==> src/rtl/sps_pkg.sv <==
`timescale 1ns/1ps
package sps_pkg;

  localparam int WORD_W = 32;
  localparam int BE_W   = WORD_W / 8;

  typedef struct packed {
    logic [BE_W-1:0]   be;
    logic [WORD_W-1:0] data;
  } word_t;

  // Ratio as used by the bridge: 0 counts as 1, values above the limit saturate.
  function automatic int ratio_clamp(input int r, input int rmax);
    if (r < 1)    return 1;
    if (r > rmax) return rmax;
    return r;
  endfunction

  // Phase counter step: wraps after n-1.
  function automatic int phase_step(input int ph, input int n);
    return (ph >= n - 1) ? 0 : ph + 1;
  endfunction

  // True in the core cycle that ends on a RAM rising edge.
  function automatic bit phase_is_edge(input int ph, input int n);
    return ph == n - 1;
  endfunction

endpackage

==> src/rtl/sps_phase_gen.sv <==
`timescale 1ns/1ps
module sps_phase_gen
  import sps_pkg::*;
#(
  parameter  int MAX_RATIO = 8,
  localparam int RATIO_W   = $clog2(MAX_RATIO + 1)
) (
  input  logic               clk,
  input  logic               rst_n,
  input  logic [RATIO_W-1:0] ratio_in,
  output logic [RATIO_W-1:0] ratio_q,
  output logic               phase
);

  generate
    if (MAX_RATIO == 1) begin : g_fixed
      logic unused_ok;
      assign unused_ok = ^{ratio_in, rst_n, clk};
      assign ratio_q   = RATIO_W'(1);
      assign phase     = 1'b1;
    end else begin : g_count
      logic [RATIO_W-1:0] cnt_q;
      logic [RATIO_W-1:0] n_q;

      always_ff @(posedge clk) begin
        if (!rst_n) begin
          cnt_q <= '0;
          n_q   <= RATIO_W'(ratio_clamp(int'(ratio_in), MAX_RATIO));
        end else begin
          cnt_q <= RATIO_W'(phase_step(int'(cnt_q), int'(n_q)));
        end
      end

      assign ratio_q = n_q;
      assign phase   = phase_is_edge(int'(cnt_q), int'(n_q));
    end
  endgenerate

endmodule

==> src/rtl/sps_intake.sv <==
`timescale 1ns/1ps
module sps_intake
  import sps_pkg::*;
#(
  parameter int ADDR_W = 10
) (
  input  logic              clk,
  input  logic              rst_n,
  input  logic              in_valid,
  input  logic [ADDR_W-1:0] in_addr,
  input  word_t             in_word,
  input  logic              take,
  output logic              in_ready,
  output logic              accept_evt,
  output logic              pend_valid,
  output logic [ADDR_W-1:0] pend_addr,
  output word_t             pend_word
);

  assign in_ready   = ~pend_valid;
  assign accept_evt = in_valid & in_ready;

  always_ff @(posedge clk) begin
    if (!rst_n) begin
      pend_valid <= 1'b0;
    end else if (accept_evt) begin
      pend_valid <= 1'b1;
    end else if (take) begin
      pend_valid <= 1'b0;
    end
  end

  always_ff @(posedge clk) begin
    if (!rst_n) begin
      pend_addr <= '0;
      pend_word <= '0;
    end else if (accept_evt) begin
      pend_addr <= in_addr;
      pend_word <= in_word;
    end
  end

endmodule

==> src/rtl/sps_port_drv.sv <==
`timescale 1ns/1ps
module sps_port_drv
  import sps_pkg::*;
#(
  parameter int ADDR_W = 10
) (
  input  logic              clk,
  input  logic              rst_n,
  input  logic              ram_edge,
  input  logic              pend_valid,
  input  logic [ADDR_W-1:0] pend_addr,
  input  word_t             pend_word,
  output logic              take,
  output logic              write_evt,
  output logic              ram_en,
  output logic [BE_W-1:0]   ram_we,
  output logic [ADDR_W-1:0] ram_addr,
  output logic [WORD_W-1:0] ram_wdata
);

  logic              wr_active;
  logic [BE_W-1:0]   we_q;
  logic [ADDR_W-1:0] addr_q;
  logic [WORD_W-1:0] data_q;

  // A load needs a RAM edge, a pending store and an idle period behind the last write.
  assign take      = ram_edge & pend_valid & ~wr_active;
  assign write_evt = ram_edge & wr_active;

  always_ff @(posedge clk) begin
    if (!rst_n) begin
      wr_active <= 1'b0;
      we_q      <= '0;
    end else if (ram_edge) begin
      wr_active <= take;
      we_q      <= take ? pend_word.be : '0;
    end
  end

  always_ff @(posedge clk) begin
    if (!rst_n) begin
      addr_q <= '0;
      data_q <= '0;
    end else if (take) begin
      addr_q <= pend_addr;
      data_q <= pend_word.data;
    end
  end

  assign ram_en    = wr_active;
  assign ram_we    = we_q;
  assign ram_addr  = addr_q;
  assign ram_wdata = data_q;

endmodule

==> src/rtl/ratio_store_bridge.sv <==
`timescale 1ns/1ps
module ratio_store_bridge
  import sps_pkg::*;
#(
  parameter  int ADDR_W    = 10,
  parameter  int MAX_RATIO = 8,
  localparam int RATIO_W   = $clog2(MAX_RATIO + 1)
) (
  input  logic               clk,
  input  logic               rst_n,
  input  logic [RATIO_W-1:0] clk_ratio,
  input  logic               st_valid,
  output logic               st_ready,
  input  logic [ADDR_W-1:0]  st_addr,
  input  logic [WORD_W-1:0]  st_data,
  input  logic [BE_W-1:0]    st_be,
  output logic               ram_phase,
  output logic               ram_en,
  output logic [BE_W-1:0]    ram_we,
  output logic [ADDR_W-1:0]  ram_addr,
  output logic [WORD_W-1:0]  ram_wdata
);

  // Named internal events, visible to the bound checker.
  logic [RATIO_W-1:0] ratio_q;
  logic               ram_edge;
  logic               accept_evt;
  logic               load_evt;
  logic               write_evt;
  logic               pend_valid;
  logic [ADDR_W-1:0]  pend_addr;
  word_t              pend_word;
  word_t              in_word;

  assign in_word.be   = st_be;
  assign in_word.data = st_data;

  sps_phase_gen #(.MAX_RATIO(MAX_RATIO)) phase_i (
    .clk      (clk),
    .rst_n    (rst_n),
    .ratio_in (clk_ratio),
    .ratio_q  (ratio_q),
    .phase    (ram_edge)
  );

  sps_intake #(.ADDR_W(ADDR_W)) intake_i (
    .clk        (clk),
    .rst_n      (rst_n),
    .in_valid   (st_valid),
    .in_addr    (st_addr),
    .in_word    (in_word),
    .take       (load_evt),
    .in_ready   (st_ready),
    .accept_evt (accept_evt),
    .pend_valid (pend_valid),
    .pend_addr  (pend_addr),
    .pend_word  (pend_word)
  );

  sps_port_drv #(.ADDR_W(ADDR_W)) port_i (
    .clk        (clk),
    .rst_n      (rst_n),
    .ram_edge   (ram_edge),
    .pend_valid (pend_valid),
    .pend_addr  (pend_addr),
    .pend_word  (pend_word),
    .take       (load_evt),
    .write_evt  (write_evt),
    .ram_en     (ram_en),
    .ram_we     (ram_we),
    .ram_addr   (ram_addr),
    .ram_wdata  (ram_wdata)
  );

  assign ram_phase = ram_edge;

endmodule

==> config.mk <==
export PLATFORM = sky130hd
export DESIGN_NAME = ratio_store_bridge
export DESIGN_NICKNAME = d
export VERILOG_FILES = /design/src/rtl/sps_pkg.sv /design/src/rtl/sps_phase_gen.sv /design/src/rtl/sps_intake.sv /design/src/rtl/sps_port_drv.sv /design/src/rtl/ratio_store_bridge.sv
export SDC_FILE = /design/constraint.sdc
export NUM_CORES = 1
export LEC_CHECK = 0
export BUFFER_PORTS_ARGS = -buffer_cell sky130_fd_sc_hd__clkbuf_2
export CAP_MARGIN = 20
export CORE_ASPECT_RATIO = 1.75
export CORE_MARGIN = 1
export CORE_UTILIZATION = 52
export DETAILED_ROUTE_END_ITERATION = 10
export PLACE_DENSITY = 0.75
export REMOVE_ABC_BUFFERS = 1
export SYNTH_ARGS = -nofsm -noshare
export SYNTH_HDL_FRONTEND = slang
export SYNTH_SLANG_ARGS = --single-unit
==> constraint.sdc <==
create_clock -name clk -period 2.92 [get_ports clk]
set_clock_uncertainty 0.2 [all_clocks]
set_input_delay 0.584 -clock clk [delete_from_list [all_inputs] [get_ports clk]]
set_output_delay 0.584 -clock clk [all_outputs]
set_load 0.02 [all_outputs]
# Word-level counts from Yosys, hierarchy flattened
# Index checks and enable logic that the tools add are counted.
[word_totals]
in_bits = 53
elab_cells = 36
out_inout_bits = 49
register_bits = 102
[op_classes]
add_sub_neg = 2
muxes = 12
magnitude_cmp = 3
reduce_logical = 2
bitwise = 6
eq_ne = 1
[op_table]
columns = ["cell", "n"]
rows = [
  ["equality test 5 x 32 -> 1 bit", 1],
  [">= comparator 5 x 32 -> 1 bit", 1],
  ["2-to-1 mux 4 bit", 4],
  ["2-to-1 mux 1 bit", 8],
  ["subtractor 4 x 1 -> 5 bit, second input constant", 1],
  ["adder 4 x 1 -> 4 bit, second input constant", 1],
  ["greater-than comparator 4 bit, second input constant", 1],
  ["less-than comparator 4 x 1 -> 1 bit, second input constant", 1],
  ["bitwise AND 1 bit", 3],
  ["NOT 1 bit", 3],
  ["nonzero test 2 bit", 1],
  ["OR reduction 2 bit", 1],
]

# Longest topological paths before layout
[logic_depth]
ltp_word = 7
depth_mapped = 10
ltp_nobuf = 7

# Cells and area by module
# Synthesis repeated with hierarchy kept, for this count alone.
[hier_totals]
cells_unflattened = 450
area_unflattened_um2 = 4257.8
[modules_own_cells]
columns = ["mod", "instances", "area_each_um2", "seq_area_each_um2", "cells_each"]
rows = [
  ["sps_port_drv", 1, 1938.1, 940.9, 205],
  ["sps_intake", 1, 1884.3, 940.9, 204],
  ["sps_phase_gen", 1, 435.4, 200.2, 41],
]

# Worst setup path after synthesis
# Ideal clock, no wire load.
[synth_path]
path_type = "flip-flop to flip-flop"
from = "reg phase_i.g_count.n_q[2], in the netlist phase_i.ratio_q[2]"
to = "reg port_i.addr_q[1], in the netlist port_i.ram_addr[1]"
arrival_ps = 2073
path_stages_with_launch = 10
path_buffers = 3
setup_time_ps = 72
setup_slack_ps = 575
period_less_slack_ps = 2345
t_required_ps = 2648
cell_sequence = "edfxtp_1 -> nor3_1 -> xnor2_1 -> ha_1 -> and4_1 -> clkbuf_1 -> and3_4 -> buf_12 -> buf_12 -> mux2i_1"
[synth_between]
elab_chain_cells = 4
[synth_lines]
columns = ["element", "line_no", "rtl"]
rows = [
  ["from (decl)", "sps_phase_gen.sv:23", "logic [RATIO_W-1:0] n_q;"],
  ["from (signal assigned)", "sps_phase_gen.sv:28", "n_q <= RATIO_W'(ratio_clamp(int'(ratio_in), MAX_RATIO));"],
  ["subtractor 4 x 1 -> 5 bit", "sps_pkg.sv:26", "return ph == n - 1;"],
  ["equality test 5 x 32 -> 1 bit", "sps_pkg.sv:26", ""],
  ["bitwise AND 1 bit (2 in series)", "sps_port_drv.sv:27", "assign take = ram_edge & pend_valid & ~wr_active;"],
  ["to (signal assigned)", "sps_port_drv.sv:45", "addr_q <= pend_addr;"],
  ["to (decl)", "sps_port_drv.sv:23", "logic [ADDR_W-1:0] addr_q;"],
]
# Every way passes these cells.
# A chain may end at the register's enable or synchronous reset.

# Worst setup path in the final report
[layout_path]
from = "reg phase_i.g_count.n_q[0], in the netlist phase_i.ratio_q[0]"
to = "out ram_phase"
[layout_between]
elab_chain_cells = 2
[layout_lines]
columns = ["element", "line_no", "rtl"]
rows = [
  ["subtractor 4 x 1 -> 5 bit", "sps_pkg.sv:26", ""],
  ["equality test 5 x 32 -> 1 bit", "sps_pkg.sv:26", ""],
  ["to (decl)", "ratio_store_bridge.sv:17", "output logic ram_phase,"],
]
# Every way passes these cells.

==> impl_metrics.ini <==
[run_status]
status = completed

[worst_setup_path]
cp_top_family = adder cells
crit_type = flop to output pin
crit_chain = inv_1 > ha_1 > xnor2_1 > ha_1 > nand4_1 > nor2_1 > buf_2
crit_fanout = 5
endpoint_kind = output pin
worstPathArrival_ns = 2.00
critPathRequiredTime_ns = 2.14
cpMaxStageDelayCell = edfxtp_1
worstSetupStartpointType = flop
timing.critical_path.from = phase_i.ratio_q[0]
r2r_start = phase_i.ratio_q[0]
cpMostUsedCell = ha_1
critPathBufInv = 2
max_stage_delay_ns = 0.36

[clock_network]
cts_max_path_buffers = 2
root_buffer = clkbuf_16
clkTransAtPathRegs_ns = 0.07
ctsHoldBuffers = 0
cts_tree = done
cts_buffers = 9
clk_latency_ns = 0.34
clock_sinks = 102
h-tree-depth = 3

[global_routing]
track_usage_pct = 23.5
grt_pass1_wl_um = 14200
grt_max_degree = 43
grt_overflow = 0
antenna_found_initial = 0
grt_pass1_vias = 3170

[timing]
worstMarginPinSlew_ns = 0.507
holdWs_ns = 0.252
timing.fmax_ghz = 0.359
hold_viol_final = 0
finalSetupViolations = 0
slew_headroom_pct = 66.2
timing.final.crit_period_ns = 2.78
layout_setup_ws_ns = 0.136
fin_crit_sh_pct = 95.3
slew_viol_final = 0

[finish]
seq_area_mm2 = 0.00208
nNetsFinal = 604
drive_gt1_share_pct = 24.5
final_util_pct = 65.9
area_delta_synth_final_pct = 20.8
fillers = 620
n_antenna_cell = 0
multi_input_area_mm2 = 0.00168
instances_no_fill = 636

[logic_synthesis]
syn_area_mm2 = 0.00398
synth.most_common_cell = nand2_1
synth_area_leader_cell = dfxtp_1
netlist_instances = 454
ys.flop_type = dfxtp_1
synthTopCellsByCount = nand2_1 (176), dfxtp_1 (98), a21oi_1 (51)
synth.avg_cell_area_um2 = 8.76
synth_edf_count = 4
synth_top_area_share_pct = 49.3
yosysWarnings = 0
synth.yosys.seq_area_share_pct = 52.4
synth_seq_cells = 102
async_flop_share_pct = 0
ys_types = 29
synthTopCellsByArea = dfxtp_1 (49%), nand2_1 (17%), mux2i_1 (11%)

[detailed_routing]
ant_nets = 0
drc = 0
vias_per_cell = 5.29
firstDrtPassIters = 5
routed_wl_um = 8900
wl_per_cell_um = 14.0
vias = 3366
drt_iter0_drc = 193

[worst_hold_path]
hold_path_startpoint = intake_i.pend_word[18]
hp-class = flop to flop

[pwr]
p_leak_uw = 0.00196
ir_drop_mv = 0.438
pwr_density_cell_mw_per_mm2 = 617

[die]
ios = 102
die-area_mm2 = 0.00801
core_mm2 = 0.00728
std_cell_rows = 41
initial_core_util_pct = 54.6
die_h_um = 118
die_w_um = 68.1

[placement]
pre_cts_ws_ns = 0.325
io_buffers = 101
placedCellCount = 618
gp_congestion = 0.797
hpwl_um = 6100

[flow_run]
drv_cap = 0
repair_timing:
item | 4_1_cts | 5_1_grt
buffers inserted | 0 | 2
endpoints found under the setup margin | 0 | 1
hold endpoints to repair | 0 | 0
resized for setup | 0 | 2
placed cells by master, fill, tap and decap left out, types with 5 or more instances in the layout:
cell | synthesis | routed
nand2_1 | 176 | 176
clkbuf_2 | 0 | 100
dfxtp_1 | 98 | 98
a21oi_1 | 51 | 51
mux2i_1 | 42 | 42
buf_4 | 0 | 10
clkbuf_16 | 0 | 9
o21ai_0 | 6 | 6
ha_1 | 6 | 6
nand4_1 | 5 | 5
nor2_1 | 5 | 5
through the flow:
stage                     power (uW)  area [um2]   TNS (ns)
after global placement          1810        4490          0
after CTS                       2970        4780          0
after global routing            3070        4800  -0.000701
after floorplan                 1690        3770          0
final                           2960        4800          0
after detailed placement        1820        4490          0
cell families after synthesis:
logic type	share of synthesized area (%)
XOR/XNOR	0.881
adder cells (fa/ha/maj)	1.89
AO/OA/AOI/OAI	7.71
flip-flops	52.4
multiplexers	10.6
AND/OR/NAND/NOR	20.9
buffers and inverters	5.66
state kept, by name (all words and copies together), names as in the netlist:
register	cells
intake_i.pend_addr	10
port_i.ram_we	4
intake_i.pend_word	36
phase_i.g_count.cnt_q	4
port_i.ram_addr	10
port_i.ram_wdata	32
phase_i.ratio_q	4
intake_i.pend_valid	1
port_i.ram_en	1
final timing paths:
kind	endpoint	slack, ns	depth (start not counted)
min reg2reg	port_i.ram_wdata[18]	0.25	2
max	ram_phase	0.14	7
min	port_i.ram_wdata[18]	0.25	2
max reg2reg	port_i.ram_wdata[25]	0.32	8
worst register-to-register path: stages (launching register included):
cell and delay (ns):
edfxtp_1 0.36, inv_1 0.07, ha_1 0.23, xnor2_1 0.16
ha_1 0.32, and4_1 0.33, and3_4 0.42, buf_12 0.23
mux2i_1 0.21
power breakdown:
| group | internal, uW | switching (uW) | leakage [uW] |
|---|---|---|---|
| combinational | 126 | 179 | 0.000985 |
| clock | 657 | 506 | 0.000141 |
| sequential | 1460 | 37.3 | 0.000836 |
cell type report:
cell class	count	share of cell area, %
clock buffers	9	4.69
clock inverters	7	1.35
inverters	5	0.391
multi-input cells	314	35.1
flip-flops and latches	102	43.3
well taps	86	2.24
repair buffers	113	12.9
layer usage:
metal | track usage (%) | share of wire, %
met2 | 39.2 | 52
met3 | 3.20 | 3.4
met4 | 15.2 | 3.9
met5 | 0 | 0
met1 | 26.6 | 40
(Power assumes the default switching activity.)
